## src/rtl/ps2_rx_pkg.sv

```systemverilog
package ps2_rx_pkg;
  typedef enum logic [1:0] {
    ST_IDLE  = 2'd0,
    ST_RECV  = 2'd1,
    ST_CHECK = 2'd2
  } rxState_e;

  typedef struct packed {
    logic clrShift;
    logic shiftBit;
    logic loadHold;
  } dpStrobes_t;
endpackage

```

## src/rtl/ps2_rx_sync.sv

```systemverilog
module ps2_rx_sync #(
  parameter int STAGES = 2,
  parameter bit RESET_VAL = 1'b1
) (
  input  logic clk,
  input  logic rstN,
  input  logic asyncIn,
  output logic syncOut
);
  logic [STAGES-1:0] chain;

  always_ff @(posedge clk) begin
    if (!rstN) chain <= {STAGES{RESET_VAL}};
    else       chain <= {chain[STAGES-2:0], asyncIn};
  end

  assign syncOut = chain[STAGES-1];
endmodule

```

## src/rtl/ps2_rx_datapath.sv

```systemverilog
module ps2_rx_datapath
  import ps2_rx_pkg::*;
#(
  parameter int DATA_W        = 8,
  parameter int FILTER_CYCLES = 100,
  parameter int SYNC_STAGES   = 2
) (
  input  logic              clk,
  input  logic              rstN,
  input  logic              ps2ClkIn,
  input  logic              ps2DataIn,
  input  dpStrobes_t        strobes,
  output logic              clkFall,
  output logic              dataBit,
  output logic              frameOk,
  output logic [DATA_W-1:0] holdData
);
  localparam int SHIFT_W = DATA_W + 2;
  localparam int FCNT_W  = $clog2(FILTER_CYCLES + 1);

  logic [1:0] rawIn;
  logic [1:0] syncIn;
  assign rawIn = {ps2DataIn, ps2ClkIn};

  // one synchronizer per input line
  for (genvar g = 0; g < 2; g++) begin : gSync
    ps2_rx_sync #(.STAGES(SYNC_STAGES), .RESET_VAL(1'b1)) uSync (
      .clk(clk), .rstN(rstN), .asyncIn(rawIn[g]), .syncOut(syncIn[g])
    );
  end

  logic clkSync;
  assign clkSync = syncIn[0];
  assign dataBit = syncIn[1];

  // glitch filter: the filtered clock follows only a level held FILTER_CYCLES cycles
  logic              clkFilt;
  logic              clkFiltPrev;
  logic [FCNT_W-1:0] filtCnt;

  always_ff @(posedge clk) begin
    if (!rstN) begin
      clkFilt <= 1'b1;
      filtCnt <= '0;
    end else if (clkSync == clkFilt) begin
      filtCnt <= '0;
    end else if (filtCnt == FCNT_W'(FILTER_CYCLES - 1)) begin
      clkFilt <= clkSync;
      filtCnt <= '0;
    end else begin
      filtCnt <= filtCnt + 1'b1;
    end
  end

  always_ff @(posedge clk) begin
    if (!rstN) clkFiltPrev <= 1'b1;
    else       clkFiltPrev <= clkFilt;
  end

  assign clkFall = clkFiltPrev & ~clkFilt;

  // shift register: data bits, parity and stop, entering at the top (LSB first)
  logic [SHIFT_W-1:0] shiftQ;

  always_ff @(posedge clk) begin
    if (!rstN || strobes.clrShift) shiftQ <= '0;
    else if (strobes.shiftBit)     shiftQ <= {dataBit, shiftQ[SHIFT_W-1:1]};
  end

  // stop bit must be 1 and data plus parity must hold an odd number of ones
  assign frameOk = shiftQ[SHIFT_W-1] & (^shiftQ[SHIFT_W-2:0]);

  always_ff @(posedge clk) begin
    if (!rstN)                 holdData <= '0;
    else if (strobes.loadHold) holdData <= shiftQ[DATA_W-1:0];
  end
endmodule

```

## src/rtl/ps2_rx_ctrl.sv

```systemverilog
module ps2_rx_ctrl
  import ps2_rx_pkg::*;
#(
  parameter int DATA_W         = 8,
  parameter int TIMEOUT_CYCLES = 200000
) (
  input  logic       clk,
  input  logic       rstN,
  input  logic       clkFall,
  input  logic       dataBit,
  input  logic       frameOk,
  input  logic       rdClear,
  output dpStrobes_t strobes,
  output logic       readyQ
);
  localparam int LAST_BIT = DATA_W + 1;  // index of the stop bit after the start bit
  localparam int BCNT_W   = $clog2(LAST_BIT + 1);
  localparam int TCNT_W   = $clog2(TIMEOUT_CYCLES + 1);

  rxState_e          stateQ, stateD;
  logic [BCNT_W-1:0] bitCntQ, bitCntD;
  logic [TCNT_W-1:0] idleCntQ, idleCntD;
  logic              setReady;

  always_comb begin
    stateD   = stateQ;
    bitCntD  = bitCntQ;
    idleCntD = idleCntQ;
    strobes  = '0;
    setReady = 1'b0;
    unique case (stateQ)
      ST_IDLE: begin
        idleCntD = '0;
        // a start bit counts only when the line is not held and data is low
        if (clkFall && !readyQ && !dataBit) begin
          strobes.clrShift = 1'b1;
          bitCntD          = '0;
          stateD           = ST_RECV;
        end
      end
      ST_RECV: begin
        if (clkFall) begin
          strobes.shiftBit = 1'b1;
          idleCntD         = '0;
          if (bitCntQ == BCNT_W'(LAST_BIT)) stateD = ST_CHECK;
          else                              bitCntD = bitCntQ + 1'b1;
        end else if (idleCntQ == TCNT_W'(TIMEOUT_CYCLES - 1)) begin
          stateD = ST_IDLE;
        end else begin
          idleCntD = idleCntQ + 1'b1;
        end
      end
      ST_CHECK: begin
        if (frameOk && !readyQ) begin
          strobes.loadHold = 1'b1;
          setReady         = 1'b1;
        end
        stateD = ST_IDLE;
      end
      default: stateD = ST_IDLE;
    endcase
  end

  always_ff @(posedge clk) begin
    if (!rstN) begin
      stateQ   <= ST_IDLE;
      bitCntQ  <= '0;
      idleCntQ <= '0;
    end else begin
      stateQ   <= stateD;
      bitCntQ  <= bitCntD;
      idleCntQ <= idleCntD;
    end
  end

  // a new byte wins over a clear in the same cycle
  always_ff @(posedge clk) begin
    if (!rstN)         readyQ <= 1'b0;
    else if (setReady) readyQ <= 1'b1;
    else if (rdClear)  readyQ <= 1'b0;
  end
endmodule

```

## src/rtl/ps2_inhibit_rx.sv

```systemverilog
module ps2_inhibit_rx
  import ps2_rx_pkg::*;
#(
  parameter int          ADDR_W         = 8,
  parameter logic [7:0]  DATA_ADDR      = 8'hF4,
  parameter logic [7:0]  STAT_ADDR      = 8'hF5,
  parameter int          FILTER_CYCLES  = 100,
  parameter int          TIMEOUT_CYCLES = 200000
) (
  input  logic              clk,
  input  logic              rstN,
  input  logic              ps2ClkIn,
  input  logic              ps2DataIn,
  output logic              ps2ClkDriveLow,
  input  logic              rdStrobe,
  input  logic [ADDR_W-1:0] rdAddr,
  output logic [7:0]        rdData
);
  localparam int DATA_W = 8;

  dpStrobes_t        strobes;
  logic              clkFall;
  logic              dataBit;
  logic              frameOk;
  logic              readyQ;
  logic              rdClear;
  logic [DATA_W-1:0] holdData;

  ps2_rx_datapath #(
    .DATA_W(DATA_W), .FILTER_CYCLES(FILTER_CYCLES), .SYNC_STAGES(2)
  ) uDp (
    .clk(clk), .rstN(rstN), .ps2ClkIn(ps2ClkIn), .ps2DataIn(ps2DataIn),
    .strobes(strobes), .clkFall(clkFall), .dataBit(dataBit),
    .frameOk(frameOk), .holdData(holdData)
  );

  ps2_rx_ctrl #(
    .DATA_W(DATA_W), .TIMEOUT_CYCLES(TIMEOUT_CYCLES)
  ) uCtrl (
    .clk(clk), .rstN(rstN), .clkFall(clkFall), .dataBit(dataBit),
    .frameOk(frameOk), .rdClear(rdClear), .strobes(strobes), .readyQ(readyQ)
  );

  assign rdClear        = rdStrobe && (rdAddr == ADDR_W'(DATA_ADDR));
  assign ps2ClkDriveLow = readyQ;

  always_comb begin
    if (rdAddr == ADDR_W'(DATA_ADDR))      rdData = holdData;
    else if (rdAddr == ADDR_W'(STAT_ADDR)) rdData = {holdData[7:1], readyQ};
    else                                   rdData = '0;
  end
endmodule

```

## config.mk

```make
export PLATFORM = sky130hd
export DESIGN_NAME = ps2_inhibit_rx
export DESIGN_NICKNAME = d
export VERILOG_FILES = /design/src/rtl/ps2_rx_pkg.sv /design/src/rtl/ps2_rx_sync.sv /design/src/rtl/ps2_rx_datapath.sv /design/src/rtl/ps2_rx_ctrl.sv /design/src/rtl/ps2_inhibit_rx.sv
export SDC_FILE = /design/constraint.sdc
export NUM_CORES = 1
export LEC_CHECK = 0
export BUFFER_PORTS_ARGS = -buffer_cell sky130_fd_sc_hd__buf_2
export CAP_MARGIN = 25
export CORE_MARGIN = 10
export CORE_UTILIZATION = 55
export DETAILED_ROUTE_END_ITERATION = 8
export PLACE_DENSITY = 0.74
export SLEW_MARGIN = 20
export SYNTH_ARGS = -nofsm -noshare
export SYNTH_HDL_FRONTEND = slang
export SYNTH_HIERARCHICAL = 1
export SYNTH_SLANG_ARGS = --single-unit
```

## constraint.sdc

```tcl
create_clock -name clk -period 4.31 [get_ports clk]
set_clock_uncertainty 0.2 [all_clocks]
set_input_delay 0.862 -clock clk [delete_from_list [all_inputs] [get_ports clk]]
set_output_delay 0.862 -clock clk [all_outputs]
set_load 0.01 [all_outputs]
```

Word level (Yosys, flattened, before mapping)
Index checks and enable logic that the tools add are counted.

word-level totals
  output and inout bits = 9
  register bits = 56
  word-level logic and storage cells = 72

cells by class
  muxes and demuxes = 22
  eq/ne operators = 14
  add/subtract/negate cells = 3
  bitwise gates (word level) = 5
  reduce and logical (&&, ||, !) cells = 17

operator list
  cell                                                   number
  two-way mux 18 bit                                     2
  case mux 18 bit (2 select lines)                       1
  adder 18 x 1 -> 18 bit, second input constant          1
  == test 18 bit, second input constant                  1
  == test 8 bit, second input constant                   2
  two-way mux 8 bit                                      2
  two-way mux 4 bit                                      3
  parity 9 bit                                           1
  two-way mux 1 bit                                      8
  two-way mux 2 bit                                      4
  case mux 4 bit (2 select lines)                        1
  adder 7 x 1 -> 7 bit, second input constant            1
  == test 7 bit, second input constant                   1
  adder 4 x 1 -> 4 bit, second input constant            1
  == test 4 bit, second input constant                   1
  logical AND 1 bit                                      4
  inequality test 2 x 1 -> 1 bit, second input constant  2
  case mux 2 bit (2 select lines)                        1
  AND reduction 2 bit                                    2
  AND reduction 4 bit                                    1
  nonzero test 2 bit                                     2
  zero test 1 bit                                        3
  inequality test 3 x 1 -> 1 bit, second input constant  1
  inequality test 3 x 2 -> 1 bit, second input constant  1
  other kinds (11)                                       14

Depth between registers and ports, before layout
  depth in word-level cells = 7
  gate-level depth with buffers = 9

Hierarchy
Netlist, hierarchy kept.

modules (own cells, without submodules)
  module           area an instance (um^2)  times used  cells each  seq. area each (um^2)
  ps2_rx_ctrl      1386.3                   1           165         500.5
  ps2_rx_datapath  1116.1                   1           106         540.5
  ps2_inhibit_rx   150.1                    1           20          0.0
  ps2_rx_sync      52.6                     2           4           40.0

Worst setup path after synthesis
OpenSTA, ideal clock, no wires.

  path type = input to output
  from = input rdAddr[1]
  to = output rdData[1]
  cell stages on the path = 2
  path buffers = 0
  data required time = 3.248 ns
  arrival time = 1.417 ns
  path slack = 1.831 ns
  cells stage by stage = nand4b_4 -> nor3_1

on the way
  word-level cells in the longest chain between the ends = 3

ends and longest elaborated chain
  element                line                  source
  start, declared        ps2_inhibit_rx.sv:16  input logic [ADDR_W-1:0] rdAddr,
  == test 8 bit          ps2_inhibit_rx.sv:49  else if (rdAddr == ADDR_W'(STAT_ADDR)) rdData = {holdData[7:1], readyQ};
  two-way mux 8 bit      ps2_inhibit_rx.sv:49
  two-way mux 8 bit (*)  ps2_inhibit_rx.sv:48  if (rdAddr == ADDR_W'(DATA_ADDR)) rdData = holdData;
  end, declared          ps2_inhibit_rx.sv:17  output logic [7:0] rdData

Every way passes the cells marked *; elsewhere a longest branch is shown, timed or not.

Worst setup path in the final report
  from = input rdAddr[1]
  to = output rdData[2]

Same word-level chain as after synthesis.

==> results by group <==
Setup path
  • Crit path kind: input port to output port
  • Reg2reg start: uDp/clkFilt
  • Startpoint class of the critical path: input port
  • Crit path DAT: 1.59 ns
  • Most common cell on crit path: buf_2
  • R2r worst-path depth: 5
  • Critical path startpoint: rdAddr[1]
  • Worst-path fanout max: 9
  • CP Capture Type: output port
  • Reg2reg setup slack: 1.70 ns
  • Slowest-stage cell, CP: nand4b_4
  • Largest delay share family, worst path: simple AND/OR/NAND/NOR gates
  • Crit-path cells: buf_2 > nand4b_4 > nor3_1 > buf_2
  • R2r endpoint: uCtrl/bitCntQ[1]
  • CP required: 3.25 ns
  • Buffers plus inverters on the worst setup path: 2
  • Largest stage delay, worst path: 0.24 ns
  • Setup crit end: rdData[2]
  • WP depth: 4

Logic synthesis
  • Avg Inst Size Synth: 9.22 um2
  • Unique cell type count in the Yosys netlist: 55
  • Post-synth EDFFs: 0
  • Ys async rst share: 0%
  • Sequential area share after synthesis: 40.7%
  • Synth Cell Area: 2760 um2
  • Post-Synthesis Cells: 299
  • Synth Flop Type: dfxtp_1
  • Seq cells post-synth: 56
  • Syn. warnings: 6
  • Syn nets: 316

Final layout
  • Area Overhead vs Synth: 8.26%
  • Fillcell total: 427
  • Final #Nets: 334
  • Fin cells: 385
  • Layout cell share with drive strength beyond 1: 12.6%
  • Multi-input logic area: 1510 um2
  • Register area: 1120 um2
  • Antenna cells: 0

Detailed routing
  • Routed Antenna Nets: 0
  • Met3 wire length: 260 um
  • Metal2 WL: 2280 um
  • # DRC: 0
  • Initial DRC count: 78
  • Drt first pass iters: 4
  • Top layer in use: met4
  • Routed length per placed instance: 13.5 um
  • WL final: 5180 um
  • Vias per cell: 5.49
  • Via count: 2115
  • Wire length on met1: 2590 um

GRT
  • Antenna violations before repair: 0
  • Total gr overflow: 0
  • GRT Util Overall: 12.9%
  • Vias in the first global route: 1999
  • Largest net degree at the start of global routing: 28
  • Global-route wire length before repair: 9180 um

Clock tree
  • Worst-Skew Late Latency: 0.31 ns
  • Hold_buf cts: 0
  • CTS buffer count: 5
  • Clk sink count: 56
  • Root buf cell: clkbuf_8
  • H-tree Lvls: 2
  • TritonCTS clock tree: yes
  • Worst-path clk slew: 0.09 ns
  • Post-CTS sizing: 0
  • Setup bufs post-CTS: 0
  • CTS Buffer Depth: 2

Power
  • Static leakage: 0.00103 uW
  • P_int: 644 uW
  • Combinational power share: 2.5%
  • Max IR drop VDD: 0.284 mV
  • Sw Pwr: 185 uW
  • Sequential share of power: 62.8%
  • Pwr/cell area: 277 nW/um2
  • Clk pwr share: 34.8%
  • Switching share of power: 22.3%

Floorplan
  • Core area: 4790 um2
  • I/O pin count: 22
  • Die height: 90.8 um
  • Die area: 8250 um2
  • Die X: 90.8 um
  • Initial core utilization: 57.6%
  • FP Rows: 25

Timing
  • Fin crit share: 61.5%
  • Unrepaired setup endpoints after global routing: no
  • Setup TNS: 0 ns
  • Final min period: 2.65 ns
  • Slew Limit Fails: 0
  • Worst Tran Pin Value: 0.693 ns
  • Fmax achieved: 378 MHz
  • Final number of setup-violating endpoints: 0
  • Slew HR: 53.8%
  • Final Hold Vio Count: 0

Place
  • GPL Wtd Cong: 0.801
  • HPWL Detailed: 3720 um
  • # port buffers: 21
  • Placed Cells: 377

Job
  • Max-cap violations: 0

Run status
  • Outcome: finished clean

Min path
  • Hold Path Class: register to register
==> metrics by stage <==
step | setup WS (ns) | hold slack (ns) | power, uW | area, um2 | util, %
final | 1.66 | 0.216 | 828 | 2990 | 62.4
after global routing | 1.43 | 0.241 | 862 | 2990 | 62.4
after CTS | 1.64 | 0.223 | 842 | 2990 | 62.4
after detailed placement | 1.65 | 0.197 | 553 | 2900 | 60.5
after global placement | 1.69 | 0.188 | 552 | 2900 | 60.5
after floorplan | 1.83 | 0.186 | 543 | 2760 | -
==> cells in the mapped netlist, drive strengths merged, types with 2 or more instances <==
cell type  number  area share, %
nand4           3           0.91
o21ai          12            2.2
buf             5            1.1
nor3b           2           0.54
o31ai           3           0.82
and4b           2           0.73
or2             2           0.45
ha              4            1.8
nand4b          3            1.5
nor4            3            1.2
o2bb2ai         2           0.64
dfxtp          56             41
nand3b          4            1.5
clkbuf          7            1.3
nor3           13            2.5
nor4b           4            1.3
nand2b          9            2.0
xnor2           7            2.2
o21a            3           0.82
a21oi          15            2.7
nand3          10            1.8
or3             9            2.0
xnor3           2            1.6
and2            2           0.45
mux2i          22            8.0
o22ai           3           0.68
inv            15            2.0
nor2           21            2.9
nand2          20            2.7
o211ai          2            1.0
xor2            4            1.3
and3b           3           0.95
nor2b          12            2.7
and4            3            1.0
or4b            3            1.2
==> power groups by stage <==
stage | Sequential, uW | Combinational (uW) | Clock, uW
floorplan | 532 | 11.3 | 0
global placement | 532 | 20.5 | 0
detailed placement | 532 | 20.9 | 0
CTS | 520 | 20.9 | 301
global route | 520 | 23.1 | 318
finish | 520 | 20.6 | 288
==> placed cells by master (no fill, tap or decap), drive strengths merged, types with 4 or more instances in the layout <==
cell,instances
dfxtp,56
buf,23
mux2i,22
nor2,21
nand2,20
inv,16
a21oi,15
nor3,13
nor2b,12
o21ai,12
nand3,10
nand2b,9
or3,9
xnor2,7
clkbuf,5
nor4b,4
ha,4
xor2,4
nand3b,4
==> cells by family after synthesis <==
| logic type | Yosys count | share of synthesized area [%] |
|---|---|---|
| AO/OA/AOI/OAI | 47 | 10.9 |
| AND/OR/NAND/NOR | 130 | 29.0 |
| XOR/XNOR | 13 | 5.13 |
| adder cells (fa/ha/maj) | 4 | 1.81 |
| multiplexers | 22 | 7.99 |
| flip-flops | 56 | 40.7 |
| buffers and inverters | 27 | 4.45 |
==> how the worst min path moves through the flow <==
stage	cells past startpoint	slack (ns)	to	start
6_report	1	0.22	uDp/gSync[0].uSync/chain[1]	uDp/gSync[0].uSync/chain[0]
4_1_cts	1	0.22	uDp/gSync[0].uSync/chain[1]	uDp/gSync[0].uSync/chain[0]
2_1_floorplan	1	0.19	uDp/gSync[0].uSync/chain[1]	uDp/gSync[0].uSync/chain[0]
5_1_grt	1	0.24	uDp/gSync[1].uSync/chain[1]	uDp/gSync[1].uSync/chain[0]
3_5_place_dp	1	0.20	uDp/gSync[0].uSync/chain[1]	uDp/gSync[0].uSync/chain[0]
3_3_place_gp	1	0.19	uDp/gSync[0].uSync/chain[1]	uDp/gSync[0].uSync/chain[0]
==> flip-flops by register name, summed over array words and instances (netlist names) <==
| name | cells |
|---|---|
| uDp/clkFiltPrev | 1 |
| uDp/holdData | 8 |
| uCtrl/readyQ | 1 |
| uDp/gSync.uSync/chain | 4 |
| uDp/filtCnt | 7 |
| uCtrl/idleCntQ | 18 |
| uDp/clkFilt | 1 |
| uDp/shiftQ | 10 |
| uCtrl/bitCntQ | 4 |
| uCtrl/stateQ | 2 |
==> layer usage <==
layer | GRT usage (%) | vias up
li1 | - | 1093
met1 | 16.7 | 975
met2 | 19.7 | 42
met3 | 3.99 | 5
met4 | 4.57 | 0
met5 | 0 | -
==> cell type report <==
class,instances,area share (%)
flip-flops and latches,56,37.6
clock buffers,5,2.31
well taps,67,2.81
inverters,15,1.89
multi-input cells,216,50.7
clock inverters,3,0.712
repair buffers,23,4.02
==> worst register-to-register path, delay by kind of cell (launching register included) <==
| family | cells | cell delay, ns |
|---|---|---|
| AO/OA/AOI/OAI | 2 | 0.41 |
| flip-flops | 1 | 0.35 |
| AND/OR/NAND/NOR | 3 | 1.58 |
No activity file was read; power rests on OpenSTA's default activity.
